<file path="src/rtl/irqp_pkg.sv">
package irqp_pkg;

    typedef enum logic [2:0] {
        CMD_NONE     = 3'd0,
        CMD_ACCEPT   = 3'd1,
        CMD_EOI      = 3'd2,
        CMD_SET_PRIO = 3'd3,
        CMD_SET_IPI  = 3'd4,
        CMD_POLL     = 3'd5
    } irqp_cmd_e;

endpackage

</file>
<file path="src/rtl/irqp_offer_judge.sv">
module irqp_offer_judge #(
    parameter int SRC_W  = 24,
    parameter int PRIO_W = 8
) (
    input  logic              offer_go,
    input  logic [SRC_W-1:0]  offer_src,
    input  logic [PRIO_W-1:0] offer_prio,
    input  logic [PRIO_W-1:0] cur_prio,
    input  logic [SRC_W-1:0]  pend_src,
    input  logic [PRIO_W-1:0] pend_prio,
    output logic              take,
    output logic              lose
);
    logic real_offer;
    logic beaten;

    always_comb begin
        real_offer = offer_go && (offer_src != '0);
        beaten     = (offer_prio >= cur_prio) ||
                     ((pend_src != '0) && (pend_prio <= offer_prio));
        take       = real_offer && !beaten;
        lose       = real_offer && beaten;
    end
endmodule

</file>
<file path="src/rtl/irqp_ipi_check.sv">
module irqp_ipi_check #(
    parameter int SRC_W  = 24,
    parameter int PRIO_W = 8
) (
    input  logic [PRIO_W-1:0] req_prio,
    input  logic [SRC_W-1:0]  pend_src,
    input  logic [PRIO_W-1:0] pend_prio,
    output logic              fire
);
    always_comb begin
        fire = !((pend_src != '0) && (pend_prio <= req_prio));
    end
endmodule

</file>
<file path="src/rtl/irq_presenter.sv">
module irq_presenter
    import irqp_pkg::*;
#(
    parameter int SRC_W   = 24,
    parameter int PRIO_W  = 8,
    parameter int IPI_SRC = 2
) (
    input  logic                      clk,
    input  logic                      rst_n,
    input  logic                      offer_valid,
    input  logic [SRC_W-1:0]          offer_src,
    input  logic [PRIO_W-1:0]         offer_prio,
    output logic                      offer_ready,
    input  logic                      cmd_valid,
    input  logic [2:0]                cmd_op,
    input  logic [SRC_W+PRIO_W-1:0]   cmd_data,
    output logic                      rsp_valid,
    output logic [SRC_W+PRIO_W-1:0]   rsp_word,
    output logic [PRIO_W-1:0]         rsp_ipi,
    output logic                      irq_out,
    output logic                      reject_valid,
    output logic [SRC_W-1:0]          reject_src,
    output logic                      eoi_valid,
    output logic [SRC_W-1:0]          eoi_src,
    output logic                      resend_req
);
    localparam int REG_W = SRC_W + PRIO_W;
    localparam logic [PRIO_W-1:0] PRIO_NONE = '1;
    localparam logic [SRC_W-1:0]  SRC_IPI   = SRC_W'(IPI_SRC);

    typedef struct packed {
        logic [PRIO_W-1:0] cur;
        logic [SRC_W-1:0]  src;
        logic [PRIO_W-1:0] pend;
        logic [PRIO_W-1:0] ipi;
        logic              ext;
        logic              irq;
        logic              rej_v;
        logic [SRC_W-1:0]  rej_src;
        logic              eoi_v;
        logic [SRC_W-1:0]  eoi_src;
        logic              resend;
        logic              rsp_v;
        logic [REG_W-1:0]  rsp_word;
        logic [PRIO_W-1:0] rsp_ipi;
    } pres_state_t;

    pres_state_t s_q, s_d;

    irqp_cmd_e         op;
    logic [PRIO_W-1:0] new_prio;
    logic [PRIO_W-1:0] eoi_prio;
    logic [PRIO_W-1:0] ipi_sel;
    logic              offer_go;
    logic              offer_take;
    logic              offer_lose;
    logic              ipi_fire;
    logic              do_resend;
    logic              ipi_go;

    assign op          = cmd_valid ? irqp_cmd_e'(cmd_op) : CMD_NONE;
    assign new_prio    = cmd_data[PRIO_W-1:0];
    assign eoi_prio    = cmd_data[REG_W-1 -: PRIO_W];
    assign ipi_sel     = (op == CMD_SET_IPI) ? new_prio : s_q.ipi;
    assign offer_go    = offer_valid && !cmd_valid;
    assign offer_ready = !cmd_valid;

    irqp_offer_judge #(.SRC_W(SRC_W), .PRIO_W(PRIO_W)) judge_i (
        .offer_go   (offer_go),
        .offer_src  (offer_src),
        .offer_prio (offer_prio),
        .cur_prio   (s_q.cur),
        .pend_src   (s_q.src),
        .pend_prio  (s_q.pend),
        .take       (offer_take),
        .lose       (offer_lose)
    );

    irqp_ipi_check #(.SRC_W(SRC_W), .PRIO_W(PRIO_W)) ipi_i (
        .req_prio  (ipi_sel),
        .pend_src  (s_q.src),
        .pend_prio (s_q.pend),
        .fire      (ipi_fire)
    );

    always_comb begin
        s_d          = s_q;
        s_d.rej_v    = 1'b0;
        s_d.rej_src  = '0;
        s_d.eoi_v    = 1'b0;
        s_d.eoi_src  = '0;
        s_d.resend   = 1'b0;
        s_d.rsp_v    = 1'b0;
        s_d.rsp_word = '0;
        s_d.rsp_ipi  = '0;
        do_resend    = 1'b0;
        ipi_go       = 1'b0;

        case (op)
            CMD_ACCEPT: begin
                s_d.rsp_v    = 1'b1;
                s_d.rsp_word = {s_q.cur, s_q.src};
                s_d.cur      = s_q.pend;
                s_d.src      = '0;
                s_d.pend     = PRIO_NONE;
                s_d.ext      = 1'b0;
                s_d.irq      = 1'b0;
            end
            CMD_SET_PRIO: begin
                s_d.cur = new_prio;
                if (new_prio < s_q.cur) begin
                    if ((s_q.src != '0) && (new_prio <= s_q.pend)) begin
                        if (s_q.ext) begin
                            s_d.rej_v   = 1'b1;
                            s_d.rej_src = s_q.src;
                        end
                        s_d.src  = '0;
                        s_d.pend = PRIO_NONE;
                        s_d.ext  = 1'b0;
                        s_d.irq  = 1'b0;
                    end
                end else if (s_q.src == '0) begin
                    do_resend = 1'b1;
                end
            end
            CMD_SET_IPI: begin
                s_d.ipi = new_prio;
                if (new_prio < s_q.cur) begin
                    ipi_go = 1'b1;
                end
            end
            CMD_EOI: begin
                s_d.cur     = eoi_prio;
                s_d.eoi_v   = 1'b1;
                s_d.eoi_src = cmd_data[SRC_W-1:0];
                if (s_q.src == '0) begin
                    do_resend = 1'b1;
                end
            end
            CMD_POLL: begin
                s_d.rsp_v    = 1'b1;
                s_d.rsp_word = {s_q.cur, s_q.src};
                s_d.rsp_ipi  = s_q.ipi;
            end
            default: begin
                if (offer_lose) begin
                    s_d.rej_v   = 1'b1;
                    s_d.rej_src = offer_src;
                end else if (offer_take) begin
                    if ((s_q.src != '0) && s_q.ext) begin
                        s_d.rej_v   = 1'b1;
                        s_d.rej_src = s_q.src;
                    end
                    s_d.src  = offer_src;
                    s_d.pend = offer_prio;
                    s_d.ext  = 1'b1;
                    s_d.irq  = 1'b1;
                end
            end
        endcase

        if (do_resend) begin
            s_d.resend = 1'b1;
            if (s_q.ipi < s_d.cur) begin
                ipi_go = 1'b1;
            end
        end

        if (ipi_go && ipi_fire) begin
            if ((s_q.src != '0) && s_q.ext) begin
                s_d.rej_v   = 1'b1;
                s_d.rej_src = s_q.src;
            end
            s_d.src  = SRC_IPI;
            s_d.pend = ipi_sel;
            s_d.ext  = 1'b0;
            s_d.irq  = 1'b1;
        end
    end

    always_ff @(posedge clk or negedge rst_n) begin
        if (!rst_n) begin
            s_q      <= '0;
            s_q.pend <= PRIO_NONE;
            s_q.ipi  <= PRIO_NONE;
        end else begin
            s_q <= s_d;
        end
    end

    assign rsp_valid    = s_q.rsp_v;
    assign rsp_word     = s_q.rsp_word;
    assign rsp_ipi      = s_q.rsp_ipi;
    assign irq_out      = s_q.irq;
    assign reject_valid = s_q.rej_v;
    assign reject_src   = s_q.rej_src;
    assign eoi_valid    = s_q.eoi_v;
    assign eoi_src      = s_q.eoi_src;
    assign resend_req   = s_q.resend;


    line_tracks_slot_chk: assert property (@(posedge clk) disable iff (!rst_n)
        s_q.irq == (s_q.src != '0));


    offer_lose_chk: assert property (@(posedge clk) disable iff (!rst_n)
        offer_lose |=> (reject_valid && (reject_src == $past(offer_src))
                        && $stable(s_q.src) && $stable(s_q.irq)));


    offer_win_chk: assert property (@(posedge clk) disable iff (!rst_n)
        offer_take |=> (irq_out && (s_q.src == $past(offer_src))
                        && (s_q.pend == $past(offer_prio))));


    accept_drop_chk: assert property (@(posedge clk) disable iff (!rst_n)
        (op == CMD_ACCEPT) |=> (!irq_out && rsp_valid && (s_q.pend == PRIO_NONE)));


    poll_quiet_chk: assert property (@(posedge clk) disable iff (!rst_n)
        (op == CMD_POLL) |=> ($stable(s_q.cur) && $stable(s_q.src) && $stable(s_q.pend)
                              && $stable(s_q.ipi) && $stable(s_q.irq) && !reject_valid));


    offer_stall_chk: assert property (@(posedge clk) disable iff (!rst_n)
        (offer_valid && cmd_valid) |-> !(offer_take || offer_lose));


    eoi_pulse_chk: assert property (@(posedge clk) disable iff (!rst_n)
        (op == CMD_EOI) |=> (eoi_valid && (eoi_src == $past(cmd_data[SRC_W-1:0]))));
endmodule

</file>
<file path="config.mk">
export PLATFORM = sky130hd
export DESIGN_NAME = irq_presenter
export DESIGN_NICKNAME = d
export VERILOG_FILES = /design/src/rtl/irqp_pkg.sv /design/src/rtl/irqp_offer_judge.sv /design/src/rtl/irqp_ipi_check.sv /design/src/rtl/irq_presenter.sv
export SDC_FILE = /design/constraint.sdc
export NUM_CORES = 1
export LEC_CHECK = 0
export BUFFER_PORTS_ARGS = -buffer_cell sky130_fd_sc_hd__buf_4
export CORE_MARGIN = 2
export CORE_UTILIZATION = 35
export CTS_CLUSTER_SIZE = 16
export DETAILED_ROUTE_END_ITERATION = 12
export HOLD_SLACK_MARGIN = 0.15
export SETUP_SLACK_MARGIN = 0.4
export SKIP_CTS_REPAIR_TIMING = 1
export SLEW_MARGIN = 20
export SYNTH_ARGS = -nofsm -noshare
export SYNTH_HDL_FRONTEND = slang
export SYNTH_SLANG_ARGS = --single-unit
</file>
<file path="constraint.sdc">
create_clock -name clk -period 5.7 [get_ports clk]
set_input_delay 0 -clock clk [delete_from_list [all_inputs] [get_ports clk]]
set_output_delay 0 -clock clk [all_outputs]
set_load 0.1 [all_outputs]
</file>
==> flow_metrics.tcl <==
set metrics [dict create \
    dieArea_sq_mm 0.0220 \
    path_clk_slew_ns 0.06 \
    vias 5123 \
    fmax_ghz 0.251 \
    critPathBufInv 2 \
    fillers 1938 \
    die_x_um 148 \
    synthTopCellsByArea "dfrtp_1 43%, buf_4 9.2%, ha_1 7.9%" \
    fin_ws_ns 1.72 \
    synth_top_area_share_pct 43.3 \
    antenna_found_initial 0 \
    max_slew_margin_pct 27.7 \
    via_per_inst 4.76 \
    min_path_type "in2async" \
    synthToLayoutAreaGrowth_pct 28.9 \
    fin_setup_tns_ns 0 \
    worst_slew_pin_slew_ns 1.08 \
    cts_buffer_depth 2 \
    clk_latency_ns 0.42 \
    syn_nets 762 \
    gp_congestion 0.831 \
    nets 911 \
    crit_path_end_kind "flop" \
    slew_viol_final 0 \
    crit_start "cmd_op[1]" \
    cts_root_buffer "clkbuf_16" \
    synth.distinct_cells 68 \
    boundaryPins 165 \
    cts_tree "done" \
    multiInputGateArea_sq_mm 0.00273 \
    final_util_pct 46.3 \
    cp_slowest_cell "and4bb_2" \
    drive_above_1_share_pct 29.6 \
    fin_area_sq_mm 0.00939 \
    avgSynthCellArea_sq_um 11.3 \
    synth_area_sq_mm 0.00728 \
    path_class "in2reg" \
    instances_no_fill 1077 \
    grt_usage_pct 16.5 \
    die_y_um 148 \
    dp_hpwl_um 13100 \
    antennaDiodeCount 0 \
    cellPowerDensity_mw_per_mm2 398 \
    rr_startpoint "s_q[102]" \
    total_leakage_power_nw 4.74 \
    dr.pass1.iters 4 \
    crit_path_cell_trace "dlygate4sd3_1, buf_4, and4bb_2, nor2_1, a221oi_1, ha_1, nand4_1, a21oi_1, o21ai_0, o2111ai_1, o21a_1, nor2b_4, a22o_1" \
    final.period_utilization_pct 69.9 \
    hold_viol_final 0 \
    critPathMaxStageDelay_ns 0.67 \
    port_buffers 164 \
    synth_edf_count 0 \
    first_iter_violations 315 \
    drc 0 \
    dp_worst_setup_slack_ns 1.84 \
    wl_um 18300 \
    synthFlopType "dfrtp_1" \
    cts_max_level 4 \
    cts.sinks 142 \
    grt_max_degree 75 \
    yosysWarnings 0 \
    route.antenna.remaining_nets 0 \
    grt_pass1_vias 4929 \
    worst-endpoint-required_ns 6.06 \
    gr-total-overflow 0 \
    regArea_sq_mm 0.00357 \
    placedCellCount 971 \
    maxCapViolCount 0 \
    synthArstFlopShare_pct 100 \
    cts_buffers 17 \
    path_max_fanout 33 \
    skew_ns 0.00825 \
    grt_pass1_wl_um 27500 \
    cp_top_family "simple AND/OR/NAND/NOR gates" \
    critPathLaunchType "primary input" \
    reg2reg_slack_ns 2.43 \
    placed_cell_area_sq_mm 0.00806 \
    rsz0062_at_grt "no" \
    yosysTopAreaCell "dfrtp_1" \
    num_rows 52 \
    core_area_sq_mm 0.0203 \
    ys_ff_latch 142 \
    peakVddDrop_v 0.000164 \
    wire_per_inst_um 17.0 \
    start_util_pct 35.9 \
    crit_arrival_ns 4.34 \
    finalPower_mw 3.73 \
    fin_crit_ns 3.98 \
    synth_cells 645 \
    whs_ns 0.146 \
    seq_area_frac_synth_pct 49.1 \
    finalSetupViolCount 0 \
    status "finished, final reports clean" \
]
## flip-flops by register name, indices dropped and copies added, names as in the netlist
signal	flops
eoi_src	24
eoi_valid	1
irq_out	1
reject_src	24
reject_valid	1
resend_req	1
rsp_ipi	8
rsp_valid	1
rsp_word	32
s_q	49
## cell families after synthesis
group,after synthesis,synth area share [%]
compound gates,126,13.8
simple gates,159,13.0
fa+ha+maj,46,7.90
xor+xnor,1,0.120
buf+inv,154,13.6
mux,17,2.44
flops,142,49.1
## synth_stat cells (3+ instances only)
library cell and n:
inv_1 42, nor3_1 6, clkbuf_1 7, nand2b_1 3, nand2_1 15, and2_2 3, a22o_1 47, nand3_1 11
and3_1 9, mux2i_1 14, o21ai_0 14, o211ai_1 3, buf_6 8, dfrtp_1 126, o21a_1 3, and4_1 4
nor2_1 22, ha_1 46, buf_2 6, nand4_1 3, dfstp_2 16, nor4_1 12, a21o_1 6, a21oi_1 16
buf_4 89, and2_1 55, o22ai_1 7, a221oi_1 6
## path summary, 6_finish.rpt
path / cells past startpoint / endpoint
worst max-delay path: 13 / s_q[115]
max in group asynchronous: 3 / eoi_src[0]
worst min register to register: 1 / rsp_word[29]
worst max register to register: 8 / reject_src[15]
worst min-delay path: 2 / eoi_src[7]
min in group clk: 3 / eoi_src[21]
## power by group
group	total (mW)	internal [mW]	switching, mW
clock network	1.10	0.653	0.444
logic	1.25	0.467	0.785
registers	1.38	1.21	0.176
## layer usage
metal,routed length [um],vias up,share of wire [%],track usage (%)
met5,0,-,0,0
met4,349,0,1.9,6.38
met3,721,23,3.9,3.74
met2,8820,121,48,26.2
met1,8380,2506,46,22.1
li1,-,2473,-,-
## area by class of cell
type / count / share of cell area [%]
Clock buffer: 22 / 5.16
Clock inverter: 10 / 1.11
Inverter: 43 / 1.72
Multi-Input combinational cell: 349 / 29.1
Sequential cell: 142 / 38.0
Tap cell: 270 / 3.60
Timing Repair Buffer: 241 / 21.3
## placed cells by master, fill, tap and decap left out, types with 6 or more instances in the layout
cell           count
dlygate4sd3_1     74
a21oi_1           16
and3_1             9
nand3_1           11
ha_1              46
a221oi_1           6
and2_1            55
nor2_1            21
nor3_1             6
clkbuf_16         17
o21ai_0           14
a21o_1             6
a22o_1            47
nand2_1           15
dfrtp_1          126
mux2i_1           14
buf_4            166
inv_1             42
o22ai_1            7
dfstp_2           16
nor4_1            12
Note: power is estimated with default switching activity, not from simulation.
